$ cat config.mk
export PLATFORM = sky130hd
export DESIGN_NAME = ring_desc_engine
export DESIGN_NICKNAME = d
export VERILOG_FILES = /design/src/rtl/ring_desc_pkg.sv /design/src/rtl/ring_desc_store.sv /design/src/rtl/ring_desc_ctrl.sv /design/src/rtl/ring_desc_engine.sv
export SDC_FILE = /design/constraint.sdc
export NUM_CORES = 1
export LEC_CHECK = 0
export BUFFER_PORTS_ARGS = -buffer_cell sky130_fd_sc_hd__buf_4
export CAP_MARGIN = 30
export CORE_MARGIN = 2
export CORE_UTILIZATION = 60
export DETAILED_ROUTE_END_ITERATION = 6
export PLACE_DENSITY = 0.75
export RECOVER_POWER = 50
export SYNTH_ARGS = -nofsm -noshare
export SYNTH_HDL_FRONTEND = slang
export SYNTH_SLANG_ARGS = --single-unit
$ cat constraint.sdc
create_clock -name clk -period 7.6 [get_ports clk]
set_input_delay 0.38 -clock clk [delete_from_list [all_inputs] [get_ports clk]]
set_output_delay 0.38 -clock clk [all_outputs]
set_load 0.005 [all_outputs]
$ cat src/rtl/ring_desc_pkg.sv
package ring_desc_pkg;

  typedef enum logic [1:0] {
    TX_IDLE = 2'd0,
    TX_SCAN = 2'd1,
    TX_SEND = 2'd2
  } tx_state_e;

  // Write strobes from the sequencer to the descriptor store
  typedef struct packed {
    logic txPostOk;  // software transmit write accepted
    logic txClr;     // clear ownership at transmit head
    logic rxFill;    // fill receive head with frame length
    logic rxArm;     // re-arm receive entry ahead of release tail
  } ring_strobe_t;

endpackage

$ cat src/rtl/ring_desc_store.sv
module ring_desc_store
  import ring_desc_pkg::*;
#(
  parameter int RING_MAX = 16,
  parameter int LEN_W    = 11,
  parameter int BUF_SIZE = 1536,
  localparam int IDX_W   = $clog2(RING_MAX),
  localparam int WORD_W  = LEN_W + 3
) (
  input  logic              clk,
  input  logic              rstN,
  input  ring_strobe_t      st,
  input  logic              swWrEn,
  input  logic              swWrRing,
  input  logic [IDX_W-1:0]  swWrIdx,
  input  logic [WORD_W-1:0] swWrData,
  input  logic              swRdRing,
  input  logic [IDX_W-1:0]  swRdIdx,
  output logic [WORD_W-1:0] swRdData,
  input  logic [IDX_W-1:0]  txHead,
  input  logic [IDX_W-1:0]  txTail,
  input  logic [IDX_W-1:0]  rxHead,
  input  logic [IDX_W-1:0]  rxArmIdx,
  input  logic [LEN_W-1:0]  rxFillLen,
  output logic              txHeadOwn,
  output logic [LEN_W-1:0]  txHeadLen,
  output logic              txTailOwn,
  output logic              rxHeadOwn,
  output logic [LEN_W-1:0]  rxHeadLen
);

  localparam int OWN_B = LEN_W + 2;
  localparam logic [LEN_W-1:0] ARM_LEN = LEN_W'(BUF_SIZE);

  logic [WORD_W-1:0] txMem [RING_MAX];
  logic [WORD_W-1:0] rxMem [RING_MAX];

  // Engine writes come after software writes so they take precedence
  always_ff @(posedge clk or negedge rstN) begin
    if (!rstN) begin
      for (int i = 0; i < RING_MAX; i++) begin
        txMem[i] <= '0;
        rxMem[i] <= '0;
      end
    end else begin
      if (st.txPostOk)          txMem[swWrIdx] <= swWrData;
      if (swWrEn && swWrRing)   rxMem[swWrIdx] <= swWrData;
      if (st.txClr)             txMem[txHead][OWN_B] <= 1'b0;
      if (st.rxFill)            rxMem[rxHead] <= {3'b011, rxFillLen};
      if (st.rxArm)             rxMem[rxArmIdx] <= {3'b100, ARM_LEN};
    end
  end

  always_comb begin
    swRdData  = swRdRing ? rxMem[swRdIdx] : txMem[swRdIdx];
    txHeadOwn = txMem[txHead][OWN_B];
    txHeadLen = txMem[txHead][LEN_W-1:0];
    txTailOwn = txMem[txTail][OWN_B];
    rxHeadOwn = rxMem[rxHead][OWN_B];
    rxHeadLen = rxMem[rxHead][LEN_W-1:0];
  end

endmodule

$ cat src/rtl/ring_desc_ctrl.sv
module ring_desc_ctrl
  import ring_desc_pkg::*;
#(
  parameter int RING_MAX = 16,
  parameter int TX_BUFS  = 8,
  parameter int RX_BUFS  = 8,
  parameter int LEN_W    = 11,
  localparam int IDX_W   = $clog2(RING_MAX)
) (
  input  logic             clk,
  input  logic             rstN,
  input  logic             swWrEn,
  input  logic             swWrRing,
  input  logic             swWrOwn,
  input  logic             txWake,
  input  logic             txDone,
  input  logic             rxValid,
  input  logic [LEN_W-1:0] rxLen,
  input  logic             rxRelease,
  input  logic [3:0]       stsClr,
  input  logic             txHeadOwn,
  input  logic [LEN_W-1:0] txHeadLen,
  input  logic             txTailOwn,
  input  logic             rxHeadOwn,
  input  logic [LEN_W-1:0] rxHeadLen,
  output ring_strobe_t     st,
  output logic [IDX_W-1:0] txHead,
  output logic [IDX_W-1:0] txTail,
  output logic [IDX_W-1:0] rxHead,
  output logic [IDX_W-1:0] rxArmIdx,
  output logic [LEN_W-1:0] rxFillLen,
  output logic             txReqValid,
  output logic [IDX_W-1:0] txReqIdx,
  output logic [LEN_W-1:0] txReqLen,
  output logic             txFull,
  output logic             txIrq,
  output logic             rxIrq,
  output logic             rxDropSts,
  output logic             rxTruncSts
);

  localparam int CNT_W = $clog2(TX_BUFS + 1);
  localparam logic [CNT_W-1:0] FULL_CNT = CNT_W'(TX_BUFS);
  localparam logic [IDX_W-1:0] LAST_IDX = IDX_W'(RING_MAX - 1);
  localparam logic [IDX_W:0]   RX_OFF   = (IDX_W+1)'(RX_BUFS);
  localparam logic [IDX_W:0]   RMAX     = (IDX_W+1)'(RING_MAX);

  tx_state_e        txState;
  logic [CNT_W-1:0] txBusy;
  logic [IDX_W-1:0] rxTail;
  logic [IDX_W:0]   armSum;
  logic             postAcc;
  logic             reclaim;
  logic             rxTooBig;

  function automatic logic [IDX_W-1:0] stepIdx(input logic [IDX_W-1:0] i);
    return (i == LAST_IDX) ? '0 : i + 1'b1;
  endfunction

  always_comb begin
    txFull      = (txBusy == FULL_CNT);
    postAcc     = swWrEn && !swWrRing && swWrOwn && !txFull;
    st.txPostOk = swWrEn && !swWrRing && (!swWrOwn || !txFull);
    st.txClr    = (txState == TX_SEND) && txDone;
    reclaim     = (txBusy != '0) && !txTailOwn;
    rxTooBig    = rxLen > rxHeadLen;
    st.rxFill   = rxValid && rxHeadOwn;
    rxFillLen   = rxTooBig ? rxHeadLen : rxLen;
    st.rxArm    = rxRelease;
    armSum      = {1'b0, rxTail} + RX_OFF;
    rxArmIdx    = (armSum >= RMAX) ? IDX_W'(armSum - RMAX) : armSum[IDX_W-1:0];
    txReqValid  = (txState == TX_SEND);
    txReqIdx    = txHead;
    txReqLen    = txHeadLen;
  end

  // Transmit walker
  always_ff @(posedge clk or negedge rstN) begin
    if (!rstN) begin
      txState <= TX_IDLE;
      txHead  <= '0;
    end else begin
      unique case (txState)
        TX_IDLE: if (txWake) txState <= TX_SCAN;
        TX_SCAN: txState <= txHeadOwn ? TX_SEND : TX_IDLE;
        TX_SEND: if (txDone) begin
          txHead  <= stepIdx(txHead);
          txState <= TX_SCAN;
        end
        default: txState <= TX_IDLE;
      endcase
    end
  end

  // Reclaim walker and busy count
  always_ff @(posedge clk or negedge rstN) begin
    if (!rstN) begin
      txTail <= '0;
      txBusy <= '0;
    end else begin
      if (reclaim) txTail <= stepIdx(txTail);
      unique case ({postAcc, reclaim})
        2'b10:   txBusy <= txBusy + 1'b1;
        2'b01:   txBusy <= txBusy - 1'b1;
        default: txBusy <= txBusy;
      endcase
    end
  end

  // Receive head and release tail
  always_ff @(posedge clk or negedge rstN) begin
    if (!rstN) begin
      rxHead <= '0;
      rxTail <= '0;
    end else begin
      if (st.rxFill) rxHead <= stepIdx(rxHead);
      if (rxRelease) rxTail <= stepIdx(rxTail);
    end
  end

  // Sticky status, set wins over write-1-clear
  always_ff @(posedge clk or negedge rstN) begin
    if (!rstN) begin
      txIrq      <= 1'b0;
      rxIrq      <= 1'b0;
      rxDropSts  <= 1'b0;
      rxTruncSts <= 1'b0;
    end else begin
      txIrq      <= st.txClr  | (txIrq & ~stsClr[0]);
      rxIrq      <= st.rxFill | (rxIrq & ~stsClr[1]);
      rxDropSts  <= (rxValid && !rxHeadOwn) | (rxDropSts & ~stsClr[2]);
      rxTruncSts <= (st.rxFill && rxTooBig) | (rxTruncSts & ~stsClr[3]);
    end
  end

endmodule

$ cat src/rtl/ring_desc_engine.sv
module ring_desc_engine
  import ring_desc_pkg::*;
#(
  parameter int RING_MAX = 16,
  parameter int TX_BUFS  = 8,
  parameter int RX_BUFS  = 8,
  parameter int LEN_W    = 11,
  parameter int BUF_SIZE = 1536,
  localparam int IDX_W   = $clog2(RING_MAX),
  localparam int WORD_W  = LEN_W + 3
) (
  input  logic              clk,
  input  logic              rstN,
  input  logic              swWrEn,
  input  logic              swWrRing,
  input  logic [IDX_W-1:0]  swWrIdx,
  input  logic [WORD_W-1:0] swWrData,
  input  logic              swRdRing,
  input  logic [IDX_W-1:0]  swRdIdx,
  output logic [WORD_W-1:0] swRdData,
  input  logic              txWake,
  output logic              txReqValid,
  output logic [IDX_W-1:0]  txReqIdx,
  output logic [LEN_W-1:0]  txReqLen,
  input  logic              txDone,
  output logic              txFull,
  input  logic              rxValid,
  input  logic [LEN_W-1:0]  rxLen,
  input  logic              rxRelease,
  input  logic [3:0]        stsClr,
  output logic              txIrq,
  output logic              rxIrq,
  output logic              rxDropSts,
  output logic              rxTruncSts
);

  ring_strobe_t     st;
  logic [IDX_W-1:0] txHead, txTail, rxHead, rxArmIdx;
  logic [LEN_W-1:0] rxFillLen, txHeadLen, rxHeadLen;
  logic             txHeadOwn, txTailOwn, rxHeadOwn;

  ring_desc_ctrl #(
    .RING_MAX(RING_MAX), .TX_BUFS(TX_BUFS), .RX_BUFS(RX_BUFS), .LEN_W(LEN_W)
  ) u_ctrl (
    .clk(clk), .rstN(rstN),
    .swWrEn(swWrEn), .swWrRing(swWrRing), .swWrOwn(swWrData[WORD_W-1]),
    .txWake(txWake), .txDone(txDone),
    .rxValid(rxValid), .rxLen(rxLen), .rxRelease(rxRelease), .stsClr(stsClr),
    .txHeadOwn(txHeadOwn), .txHeadLen(txHeadLen), .txTailOwn(txTailOwn),
    .rxHeadOwn(rxHeadOwn), .rxHeadLen(rxHeadLen),
    .st(st), .txHead(txHead), .txTail(txTail), .rxHead(rxHead),
    .rxArmIdx(rxArmIdx), .rxFillLen(rxFillLen),
    .txReqValid(txReqValid), .txReqIdx(txReqIdx), .txReqLen(txReqLen),
    .txFull(txFull), .txIrq(txIrq), .rxIrq(rxIrq),
    .rxDropSts(rxDropSts), .rxTruncSts(rxTruncSts)
  );

  ring_desc_store #(
    .RING_MAX(RING_MAX), .LEN_W(LEN_W), .BUF_SIZE(BUF_SIZE)
  ) u_store (
    .clk(clk), .rstN(rstN), .st(st),
    .swWrEn(swWrEn), .swWrRing(swWrRing), .swWrIdx(swWrIdx), .swWrData(swWrData),
    .swRdRing(swRdRing), .swRdIdx(swRdIdx), .swRdData(swRdData),
    .txHead(txHead), .txTail(txTail), .rxHead(rxHead),
    .rxArmIdx(rxArmIdx), .rxFillLen(rxFillLen),
    .txHeadOwn(txHeadOwn), .txHeadLen(txHeadLen), .txTailOwn(txTailOwn),
    .rxHeadOwn(rxHeadOwn), .rxHeadLen(rxHeadLen)
  );

endmodule

==> impl_metrics.toml <==
[routing]
vias = 24330
wl_per_cell_um = 32.28
wirelength_um = 100800
drc = 1
ant_nets = 0
vias_per_cell = 7.794
drt_iter0_drc = 3760
detail_route.first_pass.iterations = 7

[power]
power_leakage_nw = 13.72
seq_power_share_pct = 31.7
intPower_mw = 7.927
ir_drop_v = 0.0004117
p_sw_share_pct = 40.17
comb_power_share_pct = 46.8
p_sw_mw = 5.323
power_density_nw_per_um2 = 404.2
clockPowerShare_pct = 21.6

[global_route]
grt_pass1_wl_um = 150500
grt_start_max_net_pins = 185
first_global_vias = 24200
antenna_found_initial = 0
grt.total_usage_pct = 39.71
gr-total-overflow = 0

[die]
die_y_um = 226.8
core_um2 = 48950
die_area_um2 = 51450
rows = 81
initial_core_util_pct = 60.86
die_w_um = 226.8
ioPinCount = 81

[synthesis]
synth_cells = 2478
synth_xor_area_share_pct = 0.2352
synth_edf_count = 0
synth_compound_area_share_pct = 12.74
synthesis.nets = 2552
synth_cell_types = 69
synthAdderAreaFrac_pct = 1.201
dominantRegCellSynth = "dfrtp_1"
muxShareOfSynthArea_pct = 34.00
ys_seq_area_share_pct = 39.81
avgSynthCellArea_um2 = 12.02
yosys_register_bits = 474
syn_area_um2 = 29790
async_flop_share_pct = 100.0
synth_warnings = 0
synth_top_family_by_area = "multiplexers"
yosys.area_share.simple_pct = 7.614

[clock_tree]
tritoncts = "built"
cts.sink_count = 474
cts_resized = 0
cts-buffers-inserted = 52
cts_root_buffer = "clkbuf_16"
cts_buffer_depth = 3
hold_buffers = 5
postCtsSetupBuffers = 0
clock_latency_ps = 630
cts.reportedPaths.clkPinSlew_ps = 60
htreeDepth = 2

[place]
post-dp-hpwl_um = 62080
finalWeightedCongestion = 0.9684
portBuffers = 80

[cells_and_area]
n_antenna_cell = 0
syn_to_final_growth_pct = 10.02
layout.nets = 2489
fillCellCount = 3430
drive_gt1_share_pct = 34.70
layout.cells.most_common = "dfrtp_1"
layout_common_cells = "472 x dfrtp_1, 287 x mux2_2, 253 x mux4_2, 220 x nand3_1, 216 x o21ai_0"

[timing]
fin_setup_tns_ps = 0
fmaxAchievable_ghz = 0.1796
final_hold_viol_count = 0
slew_viol_final = 363
fin_crit_ps = 5569
finClkSkew_ps = 15.43
maxSlewHeadroom_pct = -211.9
setup_viol = 0
tightest_slew_ps = 4678
finalCritPeriodShare_pct = 73.27
rsz0062_at_grt = "no"
whs_ps = 40.37

[setup_path]
cp-start-kind = "primary input"
r2r-start = "u_ctrl.rxHead[1]"
path_class = "primary input to asynchronous set/reset pin"
slowest_stage = "clkbuf_2"
timing.rr.end = "u_store.rxMem[112]"
path_cells = "dlygate4sd3_1 -> buf_8 -> clkbuf_2"
arrival_ps = 5190
worstPathRequired_ps = 7220
r2r_cells = 10
slowest_delay_ps = 3160
cp-end-kind = "asynchronous set/reset pin"
path_max_fanout = 177
rrSetupSlack_ps = 2370

[min_path]
min_to = "u_ctrl.txState[0]"
holdPathStages = 3
worstHoldStart = "txWake"
worstHoldPathType = "primary input to register"

[job]
max-cap-violations = 2

[run_status]
violations = "DRC, capacitance limit, slew limit"
status = "finished, violations left"
-- final cells by class --
class / instances / area [µm²] / share of cell area [%]
clock buffers: 70 / 1499 / 4.573
clock inverters: 27 / 419.2 / 1.279
inverters: 19 / 71.32 / 0.2176
multi-input cells: 1703 / 16630 / 50.74
flip-flops and latches: 474 / 11870 / 36.20
well taps: 664 / 830.8 / 2.535
repair buffers: 165 / 1460 / 4.455
-- power groups by stage --
stage	Combinational [mW]	Sequential (mW)	Clock [mW]
floorplan	4.64	3.85	0
global placement	5.71	4.10	0
detailed placement	5.95	4.18	0
CTS	5.98	4.15	2.86
global route	6.52	4.29	2.96
finish	6.20	4.20	2.86
-- stage by stage --
stage	util (%)	std cells	total power [mW]	instance area (µm²)	worst slack, ps
2_1_floorplan	-	2478	8.487	29790	3883
6_report	66.96	3122	13.25	32780	2031
3_5_place_dp	62.76	3010	10.13	30720	2547
5_1_grt	66.96	3122	13.76	32780	1143
4_1_cts	66.78	3112	12.99	32690	2528
3_3_place_gp	62.17	2991	9.815	30430	2781
-- worst max-delay path by stage --
stage	startpoint	end	cells past startpoint
6_report	rstN	asynchronous set/reset pin	3
2_1_floorplan	u_ctrl.rxHead[0]	u_store.rxMem[112]	13
3_5_place_dp	u_ctrl.rxHead[0]	u_store.rxMem[14]	10
4_1_cts	u_ctrl.rxHead[0]	u_store.rxMem[14]	10
3_3_place_gp	u_ctrl.rxHead[0]	u_store.rxMem[210]	10
5_1_grt	rstN	asynchronous set/reset pin	3
-- synth_stat cells (37+ instances only) --
| cell type | n | share of area [%] |
|---|---|---|
| mux2_2 | 287 | 11 |
| nor2_1 | 48 | 0.60 |
| mux4_2 | 253 | 19 |
| a21oi_1 | 68 | 1.1 |
| mux2i_1 | 111 | 3.7 |
| nand3_1 | 220 | 3.7 |
| o21ai_0 | 216 | 3.6 |
| nand2_1 | 60 | 0.76 |
| a211oi_1 | 160 | 4.0 |
| clkbuf_1 | 189 | 2.4 |
| buf_2 | 56 | 0.94 |
| dfrtp_1 | 474 | 40 |
| o21ai_1 | 37 | 0.62 |
-- critical path, delay by kind of cell --
family                 cells  cell delay [ps]
buffers and inverters      3             4370
-- cells by family after synthesis --
logic type | Yosys count
flip-flops | 474
AND/OR/NAND/NOR | 426
AO/OA/AOI/OAI | 582
buffers and inverters | 301
multiplexers | 659
adder cells (fa/ha/maj) | 28
XOR/XNOR | 8
-- routing by layer --
metal	routed length [µm]	GRT usage, %	vias to the layer above
li1	-	-	9560
met3	14400	14.71	493
met4	6852	22.47	0
met5	0	0	-
met2	43710	56.81	2044
met1	35810	52.32	12240
Power figures use the tool's default switching activity.
